--- config.mk ---
export PLATFORM = sky130hd
export DESIGN_NAME = dma_chan_regs
export DESIGN_NICKNAME = d
export VERILOG_FILES = /design/src/rtl/dma_regs_pkg.sv /design/src/rtl/dma_port_decode.sv /design/src/rtl/dma_byte_ptr.sv /design/src/rtl/dma_chan_slot.sv /design/src/rtl/dma_chan_regs.sv
export SDC_FILE = /design/constraint.sdc
export NUM_CORES = 1
export LEC_CHECK = 0
export BUFFER_PORTS_ARGS = -buffer_cell sky130_fd_sc_hd__buf_4
export CAP_MARGIN = 40
export CORE_ASPECT_RATIO = 0.5
export CORE_MARGIN = 1
export CORE_UTILIZATION = 40
export DETAILED_ROUTE_END_ITERATION = 12
export PLACE_DENSITY = 0.61
export RECOVER_POWER = 50
export REMOVE_ABC_BUFFERS = 1
export SETUP_SLACK_MARGIN = 0.4
export SYNTH_ARGS = -nofsm -noshare
export SYNTH_HDL_FRONTEND = slang
export SYNTH_SLANG_ARGS = --single-unit
--- constraint.sdc ---
create_clock -name clk -period 4.88 [get_ports clk]
set_input_delay 0.244 -clock clk [delete_from_list [all_inputs] [get_ports clk]]
set_output_delay 0.244 -clock clk [all_outputs]
set_load 0.005 [all_outputs]
--- src/rtl/dma_regs_pkg.sv ---
package dma_regs_pkg;
  localparam int BASE_W = 16;
  localparam int VAL_W  = BASE_W + 2;
  localparam int NCH    = 4;
  localparam int CH_W   = $clog2(NCH);
  localparam int IDX_W  = 4;

  typedef logic [VAL_W-1:0] val_t;

  // effective address: live address moved by the position in the chosen direction
  function automatic val_t addr_value(input val_t cur, input val_t pos, input logic dec);
    return dec ? (cur - pos) : (cur + pos);
  endfunction

  // remaining count: scaled programmed count less what has been moved
  function automatic val_t count_value(input logic [BASE_W-1:0] base, input int unsigned shift,
                                       input val_t pos);
    val_t scaled;
    scaled = val_t'(base) << shift;
    return scaled - pos;
  endfunction

  // one byte of a value, window chosen by mode shift and byte pointer
  function automatic logic [7:0] pick_byte(input val_t v, input int unsigned shift, input logic hi);
    val_t t;
    t = v >> (shift + (hi ? 8 : 0));
    return t[7:0];
  endfunction
endpackage

--- src/rtl/dma_port_decode.sv ---
module dma_port_decode
  import dma_regs_pkg::*;
#(
  parameter int BUS_AW = 5,
  parameter int SHIFT  = 0
) (
  input  logic [BUS_AW-1:0] bus_addr,
  input  logic              wr_en,
  input  logic              rd_en,
  output logic              acc_hit,
  output logic              wr_hit,
  output logic              rd_hit,
  output logic              is_cnt,
  output logic [CH_W-1:0]   chan
);
  logic [BUS_AW-1:0] shifted;
  logic [IDX_W-1:0]  idx;
  logic              unused_addr;

  assign shifted     = bus_addr >> SHIFT;
  assign idx         = shifted[IDX_W-1:0];
  assign unused_addr = ^bus_addr;

  assign is_cnt  = idx[0];
  assign chan    = idx[CH_W:1];
  assign wr_hit  = wr_en & ~idx[IDX_W-1];
  assign rd_hit  = rd_en & ~idx[IDX_W-1];
  assign acc_hit = wr_hit | rd_hit;
endmodule

--- src/rtl/dma_byte_ptr.sv ---
module dma_byte_ptr (
  input  logic clk,
  input  logic rst_n,
  input  logic toggle,
  input  logic clear,
  output logic ptr_q
);
  always_ff @(posedge clk) begin
    if (!rst_n)      ptr_q <= 1'b0;
    else if (clear)  ptr_q <= 1'b0;
    else if (toggle) ptr_q <= ~ptr_q;
  end
endmodule

--- src/rtl/dma_chan_slot.sv ---
module dma_chan_slot
  import dma_regs_pkg::*;
#(
  parameter int SHIFT  = 0,
  parameter int STEP_W = 8
) (
  input  logic              clk,
  input  logic              rst_n,
  input  logic              wr_addr,
  input  logic              wr_cnt,
  input  logic              hi_sel,
  input  logic [7:0]        wr_byte,
  input  logic              step,
  input  logic [STEP_W-1:0] step_inc,
  input  logic              dec,
  output val_t              addr_val,
  output val_t              cnt_val,
  output val_t              pos_q,
  output logic              reload_ev,
  output logic              low_ev
);
  logic [BASE_W-1:0] base_addr_q, base_addr_d;
  logic [BASE_W-1:0] base_cnt_q,  base_cnt_d;
  val_t              cur_q;

  always_comb begin
    base_addr_d = base_addr_q;
    base_cnt_d  = base_cnt_q;
    if (wr_addr) base_addr_d = hi_sel ? {wr_byte, base_addr_q[7:0]} : {base_addr_q[15:8], wr_byte};
    if (wr_cnt)  base_cnt_d  = hi_sel ? {wr_byte, base_cnt_q[7:0]}  : {base_cnt_q[15:8], wr_byte};
  end

  assign reload_ev = (wr_addr | wr_cnt) & hi_sel;
  assign low_ev    = (wr_addr | wr_cnt) & ~hi_sel;

  always_ff @(posedge clk) begin
    if (!rst_n) begin
      base_addr_q <= '0;
      base_cnt_q  <= '0;
      cur_q       <= '0;
      pos_q       <= '0;
    end else begin
      base_addr_q <= base_addr_d;
      base_cnt_q  <= base_cnt_d;
      if (reload_ev) begin
        cur_q <= val_t'(base_addr_d) << SHIFT;
        pos_q <= '0;
      end else if (step) begin
        pos_q <= pos_q + val_t'(step_inc);
      end
    end
  end

  assign addr_val = addr_value(cur_q, pos_q, dec);
  assign cnt_val  = count_value(base_cnt_q, SHIFT, pos_q);
endmodule

--- src/rtl/dma_chan_regs.sv ---
module dma_chan_regs
  import dma_regs_pkg::*;
#(
  parameter int SHIFT  = 0,
  parameter int BUS_AW = 5,
  parameter int STEP_W = 8
) (
  input  logic              clk,
  input  logic              rst_n,
  input  logic [BUS_AW-1:0] bus_addr,
  input  logic              wr_en,
  input  logic              rd_en,
  input  logic [7:0]        wr_data,
  output logic [7:0]        rd_data,
  input  logic              ff_clear,
  input  logic [NCH-1:0]    chan_dec,
  input  logic              step_en,
  input  logic [CH_W-1:0]   step_chan,
  input  logic [STEP_W-1:0] step_inc,
  output logic [VAL_W-1:0]  eng_addr,
  output logic [VAL_W-1:0]  eng_left
);
  logic            acc_hit, wr_hit, rd_hit, is_cnt, ff_q;
  logic [CH_W-1:0] acc_chan;
  logic [NCH-1:0]  reload_ev, low_ev;
  val_t            addr_vals [NCH];
  val_t            cnt_vals  [NCH];
  logic [NCH-1:0][VAL_W-1:0] pos_all;
  val_t            sel_val;

  dma_port_decode #(.BUS_AW(BUS_AW), .SHIFT(SHIFT)) u_dec (
    .bus_addr(bus_addr), .wr_en(wr_en), .rd_en(rd_en),
    .acc_hit(acc_hit), .wr_hit(wr_hit), .rd_hit(rd_hit),
    .is_cnt(is_cnt), .chan(acc_chan)
  );

  dma_byte_ptr u_ptr (
    .clk(clk), .rst_n(rst_n), .toggle(acc_hit), .clear(ff_clear), .ptr_q(ff_q)
  );

  for (genvar g = 0; g < NCH; g++) begin : g_slot
    logic sel;
    assign sel = wr_hit && (acc_chan == CH_W'(g));
    dma_chan_slot #(.SHIFT(SHIFT), .STEP_W(STEP_W)) u_slot (
      .clk(clk), .rst_n(rst_n),
      .wr_addr(sel && !is_cnt), .wr_cnt(sel && is_cnt),
      .hi_sel(ff_q), .wr_byte(wr_data),
      .step(step_en && (step_chan == CH_W'(g))), .step_inc(step_inc),
      .dec(chan_dec[g]),
      .addr_val(addr_vals[g]), .cnt_val(cnt_vals[g]), .pos_q(pos_all[g]),
      .reload_ev(reload_ev[g]), .low_ev(low_ev[g])
    );
  end

  assign sel_val  = is_cnt ? cnt_vals[acc_chan] : addr_vals[acc_chan];
  assign rd_data  = rd_hit ? pick_byte(sel_val, SHIFT, ff_q) : 8'h00;
  assign eng_addr = addr_vals[step_chan];
  assign eng_left = cnt_vals[step_chan];
endmodule

=== Word level (Yosys, flattened, before mapping) ===
Index checks and enable logic that the tools add are counted.

* Register bits: 265
* Word-level logic and storage cells: 121
* Bits of input ports: 33
* Output and inout bits: 44

* Muxes and demuxes: 27
* Add/subtract/negate cells: 16
* Equal/unequal tests: 6
* Reduce and logical (&&, ||, !) cells: 32
* $lt $le $gt $ge: 2
* Bitwise gates (word level): 16
* Shift operators: 1

{| class="wikitable"
|+ Operator list
! kind !! count
|-
| $mux W18 || 13
|-
| $bmux W18 S2 || 4
|-
| $sub A16 B18 Y18 || 8
|-
| $mux W16 || 8
|-
| $add A16 B18 Y18 || 4
|-
| $add A18 B8 Y18 || 4
|-
| $shr A18 B4 Y8 || 1
|-
| $logic_and A1 B1 Y1 || 16
|-
| $reduce_and A2 Y1 || 8
|-
| $reduce_or A2 Y1 || 5
|-
| $eq A2 B2 Y1 const B || 4
|-
| $mux W8 || 1
|-
| $and A1 B1 Y1 || 6
|-
| $ge A3 B3 Y1 const B || 2
|-
| $not A2 Y3 || 2
|-
| $or A1 B1 Y1 || 5
|-
| $eq A2 B1 Y1 const B || 2
|-
| $logic_not A2 Y1 || 2
|-
| $mux W4 || 1
|-
| $not A1 Y1 || 3
|-
| $logic_not A1 Y1 || 1
|}

=== Logic depth before layout (Yosys ltp) ===
* Word-level depth: 8
* Depth in mapped cells: 16
* Gate-level depth less buffers: 16

=== Modules after synthesis ===
A second synthesis with hierarchy kept.

* Cell total of the unflattened synthesis: 2502
* Area total of the unflattened synthesis: 20826.2 um2

{| class="wikitable"
|+ By module, submodules not included
! module !! cells an instance !! area each (um2) !! instances
|-
| dma_chan_slot at g_slot[0].u_slot ... || 556 || 4555.6 || 2
|-
| dma_chan_slot at g_slot[2].u_slot || 604 || 4843.4 || 1
|-
| dma_chan_slot at g_slot[3].u_slot || 573 || 4685.7 || 1
|-
| dma_chan_regs || 204 || 2094.5 || 1
|-
| dma_port_decode || 6 || 50.0 || 1
|-
| dma_byte_ptr || 3 || 41.3 || 1
|}

=== Worst setup path before layout ===
No wires, ideal clock.

* Path kind: input to output
* Start point: input chan_dec[3]
* End point: output rd_data[6]
* Required time: 4.636 ns
* Stages: 14
* Path buffers: 2
* Arrival time: 3.294 ns
* Setup slack: 1.342 ns
* Cell sequence: clkbuf_1 -> clkbuf_1 -> nor2_1 -> xnor2_1 -> ha_1 -> nor2b_1 -> o31a_1 -> o41ai_1 -> a21oi_1 -> a21o_1 -> a21oi_1 -> xor2_1 -> mux4_2 -> a211oi_2

* Longest elaborated chain between the ends: 7

{| class="wikitable"
|+ Ends and longest elaborated chain
! item !! RTL line !! text
|-
| from (decl) || dma_chan_regs.sv:16 || <nowiki>input logic [NCH-1:0] chan_dec,</nowiki>
|-
| $mux W18 || dma_regs_pkg.sv:12 || <nowiki>return dec ? (cur - pos) : (cur + pos);</nowiki>
|-
| $bmux W18 S2 || dma_chan_regs.sv:55 || <nowiki>assign sel_val = is_cnt ? cnt_vals[acc_chan] : addr_vals[acc_chan];</nowiki>
|-
| $mux W18 (implied by the code) (2 in series) || dma_chan_regs.sv:55 ||
|-
| $mux W18 || dma_chan_regs.sv:55 ||
|-
| $shr A18 B4 Y8 || dma_regs_pkg.sv:26 || <nowiki>t = v >> (shift + (hi ? 8 : 0));</nowiki>
|-
| $mux W8 || dma_chan_regs.sv:56 || <nowiki>assign rd_data = rd_hit ? pick_byte(sel_val, SHIFT, ff_q) : 8'h00;</nowiki>
|-
| to (decl) || dma_chan_regs.sv:14 || <nowiki>output logic [7:0] rd_data,</nowiki>
|}

No other way between the ends. The select of a mux whose other input is x is not followed.

=== Final worst setup path ===
* Start point: register g_slot[0].u_slot.pos_q[0]
* End point: output rd_data[6]

* Longest elaborated chain between the ends: 8

{| class="wikitable"
|+ Ends and longest elaborated chain
! item !! RTL line !! text
|-
| from (decl) || dma_chan_slot.sv:18 || <nowiki>output val_t pos_q,</nowiki>
|-
| from (signal assigned) || dma_chan_slot.sv:49 || <nowiki>pos_q <= pos_q + val_t'(step_inc);</nowiki>
|-
| $add A16 B18 Y18 or $sub A16 B18 Y18 (tied branches) || dma_regs_pkg.sv:12 ||
|-
| $mux W18 || dma_regs_pkg.sv:12 ||
|-
| $bmux W18 S2 || dma_chan_regs.sv:55 ||
|-
| $mux W18 (implied by the code) (2 in series) || dma_chan_regs.sv:55 ||
|-
| $mux W18 (*) || dma_chan_regs.sv:55 ||
|-
| $shr A18 B4 Y8 (*) || dma_regs_pkg.sv:26 ||
|-
| $mux W8 (*) || dma_chan_regs.sv:56 ||
|}

Every way passes the cells marked *; elsewhere a longest branch is shown, timed or not. The select of a mux whose other input is x is not followed.

==> summary.txt <==
Floorplanning
  • Area of the core: 0.0494 mm²
  • Die outline area: 0.0518 mm²
  • IO Pins: 77
  • Starting Density: 41.2%
  • Placement row count: 57
  • Vertical die dimension: 161 µm
  • Die extent in x: 321 µm

Critical path
  • Worst flop-to-flop path endpoint: g_slot[0].u_slot.cur_q[8]
  • Most common cell type on the critical path: a211oi_2
  • Slowest cell on crit path: mux4_2
  • Arrival time reported for the critical path endpoint: 4370 ps
  • Kind of cell adding the most delay to the critical path: compound AO/OA/AOI/OAI gates
  • Largest driver fanout on the critical path: 4
  • Kind of end point of the critical path: output pin
  • Critical path startpoint category: register
  • Type of the worst setup path: register to output pin
  • WP buf/inv: 2
  • Worst reg-to-reg setup slack: 870 ps
  • Cells on worst reg2reg path: 7
  • CP max stage delay: 530 ps
  • Worst reg2reg path startpoint: u_ptr.ptr_q
  • Crit-path cells: inv_4 -> ha_4 -> nor2b_4 -> a21oi_1 -> xnor2_1 -> ha_1 -> o21a_1 -> o31a_1 -> o31ai_4 -> a211oi_2 -> a211oi_2 -> o21ai_2 -> xnor2_4 -> mux4_2 -> a211oi_4 -> buf_4
  • Critical path required time: 4640 ps

Yosys
  • YS warnings: 0
  • Cell type with the largest total area after synthesis: dfxtp_1
  • Syn Inst Count: 2,419
  • Seq cells post-synth: 265
  • Leading cell types by count after synthesis: dfxtp_1 (265), xnor2_1 (190), nand2_1 (188)
  • Share of the yosys chip area belonging to registers: 26.1%
  • Number of enable-type register cells in the synthesized netlist: 0
  • Predominant post-synthesis flop cell: dfxtp_1
  • Synthesized area divided by synthesized cell count: 8.41 µm²
  • Post-synth design cell area: 0.0203 mm²
  • Async set-or-reset flop fraction in the synthesized netlist: 0%
  • Area fraction of the dominant cell type after synthesis: 26.1%
  • Count of different cell masters after synthesis: 79
  • Biggest area contributors in the synthesized netlist: dfxtp_1 (26%), ha_1 (10%), xnor2_1 (8.2%)
  • Library cell with the highest instance count after synthesis: dfxtp_1

Power and ir drop
  • Clock network power share: 32.4%
  • Share of power burned in combinational logic: 36.4%
  • Switching Fraction: 35.1%
  • Sequential power share: 31.2%
  • Static power due to leakage: 9.06 nW
  • PD cells: 305 mW/mm²
  • Switching power: 2.49 mW
  • Internal portion of total power: 4.62 mW
  • IR drop worst, VDD: 0.238 mV

Place
  • Port Buf Inserts: 75
  • Last weighted congestion value of the routability-driven placer: 0.971
  • DP HPWL: 52,200 µm
  • Placement-stage cell area: 0.0216 mm²

Hold path
  • Worst hold-check path type: input pin to register
  • Hold wc startpoint: step_en
  • Hold path cells: 3
  • Endpoint of the worst hold path: g_slot[0].u_slot.pos_q[0]

Detailed routing
  • DRC viols: 0
  • Total wirelength of the detailed-routed design: 71,000 µm
  • Via count: 18,700
  • First DRT Iteration DRCs: 1,886
  • Count of TritonRoute iterations in the first routing pass: 5
  • Average detailed-routed wire length per instance: 22.5 µm
  • Remaining antenna violation count after routing: 1
  • Number of vias per cell after detailed routing: 5.90

Timing
  • Maximum clock frequency: 217 MHz
  • Final period demand of the worst path: 4610 ps
  • Max-slew violation count: 34
  • Transition time of the tightest slew-check pin: 1930 ps
  • Total of endpoints with negative setup slack in the final report: 0
  • Worst Clk Skew: 11.1 ps
  • Share of the clock period used by the worst path: 94.6%
  • Unrepaired setup endpoints after global routing: true
  • Fin. Hold Viols: 0
  • Worst slew slack as a fraction of its limit: -29.0%
  • Setup tns final: 0 ps

Outcome
  • Violations in the final reports: antenna violations, max-capacitance violations, max-slew violations
  • Result of the run: complete, but fails checks

Clocking
  • Clock net sink count: 265
  • Clock Root Buffer: clkbuf_16
  • Clock insertion delay at the later pin of the skew report: 570 ps
  • Number of buffers inserted during clock tree synthesis: 27
  • TritonCTS clock tree: done
  • Maximum clock insertion buffer count: 3
  • Register clock-pin slew on the reported worst setup and hold paths: 70 ps
  • H-tree level count: 1

Global route
  • Vias in the first global route: 16,700
  • Global-route congestion overflow total: 0
  • Pin count of the biggest net entering global routing: 58
  • GR Util All Layers: 26.7%
  • Number of antenna violations at the first check in global routing: 2
  • Wire length of the first global-routing pass: 105,000 µm

Job
  • Max Cap Violations: 1

Cells and area
  • Layout cells sized above 1: 13.3%
  • Post-Layout Inst Area: 0.0233 mm²
  • Nets@finish: 2,671
  • Syn-to-layout area delta: 14.5%
## per-stage QoR
step	cells	hold WS [ps]	util [%]	power, mW	setup WS [ps]
final	3164	87.2	47.2	7.11	265
after global routing	3159	108	47.2	7.35	181
after CTS	3140	42.1	46.2	6.95	269
after detailed placement	3088	436	43.7	4.59	520
after global placement	3087	439	43.7	4.57	573
after floorplan	2304	320	-	3.68	1410
## state kept, by name, summed over array words and instances (netlist names)
register,flops
g_slot.u_slot.base_cnt_q,64
u_ptr.ptr_q,1
g_slot.u_slot.base_addr_q,64
g_slot.u_slot.cur_q,64
g_slot.u_slot.pos_q,72
## layout make-up
class / count / area [µm²]
Tap cell: 678 / 848
Sequential cell: 265 / 5330
Antenna cell: 5 / 12.5
Clock inverter: 12 / 179
Inverter: 137 / 527
Multi-Input combinational cell: 1902 / 14700
Timing Repair Buffer: 129 / 938
Fill cell: 4833 / 26100
Clock buffer: 36 / 779
## logic make-up (layout without fill, tap and decap cells)
kind of cell	after synthesis	in the layout	synth area share [%]
simple gates	718	718	17.1
buf+inv	252	314	4.67
fa+ha+maj	176	176	11.3
flops	265	265	26.1
other cells	0	5	0
xor+xnor	216	216	9.30
compound gates	688	688	23.7
mux	104	104	7.93
## worst reg2reg max path, delay by kind of cell, from the launching register on
| family | cells | cell delay (ps) |
|---|---|---|
| AO/OA/AOI/OAI | 2 | 500 |
| buffers and inverters | 1 | 1000 |
| flip-flops | 1 | 960 |
| AND/OR/NAND/NOR | 4 | 1450 |
## placed cells by master, fill, tap and decap left out, types with 15 or more instances in the layout
master,count
inv_1,131
o211ai_1,16
nand3_1,75
nor2b_1,118
a21o_1,36
xor2_1,23
clkbuf_1,17
o31a_1,15
nor3_1,40
clkbuf_16,27
nand2_1,188
o22a_1,64
a211oi_1,34
xnor2_1,175
dfxtp_1,254
mux2i_1,53
a31oi_1,34
buf_4,110
mux4_2,44
a32oi_1,33
and3_1,16
ha_1,158
o21a_1,36
nor2_1,178
a21oi_1,147
o21ai_0,84
a21boi_0,60
or3_1,21
## worst max path at each step
stage,from,to,depth (start not counted)
finish,g_slot[0].u_slot.pos_q[0],rd_data[6],16
global placement,g_slot[0].u_slot.pos_q[1],rd_data[6],16
detailed placement,g_slot[0].u_slot.pos_q[1],rd_data[6],16
CTS,g_slot[0].u_slot.pos_q[1],rd_data[4],14
floorplan,g_slot[0].u_slot.pos_q[1],rd_data[6],13
global route,g_slot[0].u_slot.pos_q[0],rd_data[6],16
## power by group through the flow
stage | Combinational (mW) | Sequential, mW | Clock, mW
floorplan | 1.42 | 2.25 | 0
CTS | 2.40 | 2.22 | 2.33
finish | 2.59 | 2.22 | 2.30
global placement | 2.31 | 2.26 | 0
global route | 2.71 | 2.22 | 2.41
detailed placement | 2.33 | 2.26 | 0
## routing by layer
layer  vias up  track usage (%)  wire length, µm  part of all wire [%]
met5         -                0                0                     0
met4         0             6.77             2220                   3.1
met3       123             4.00             5690                   8.0
met2       656             41.4            30600                    43
met1      8999             38.4            32600                    46
li1       8881                -                -                     -
## timing repair
action / CTS / global route
resized for setup: 53 / 96
buffers inserted: 3 / 19
hold buffers: 1 / 0
endpoints found under the hold margin: 1 / 0
setup endpoints to repair: 16 / 14
pin swaps: 8 / 46
No activity file was read; power rests on OpenSTA's default activity.
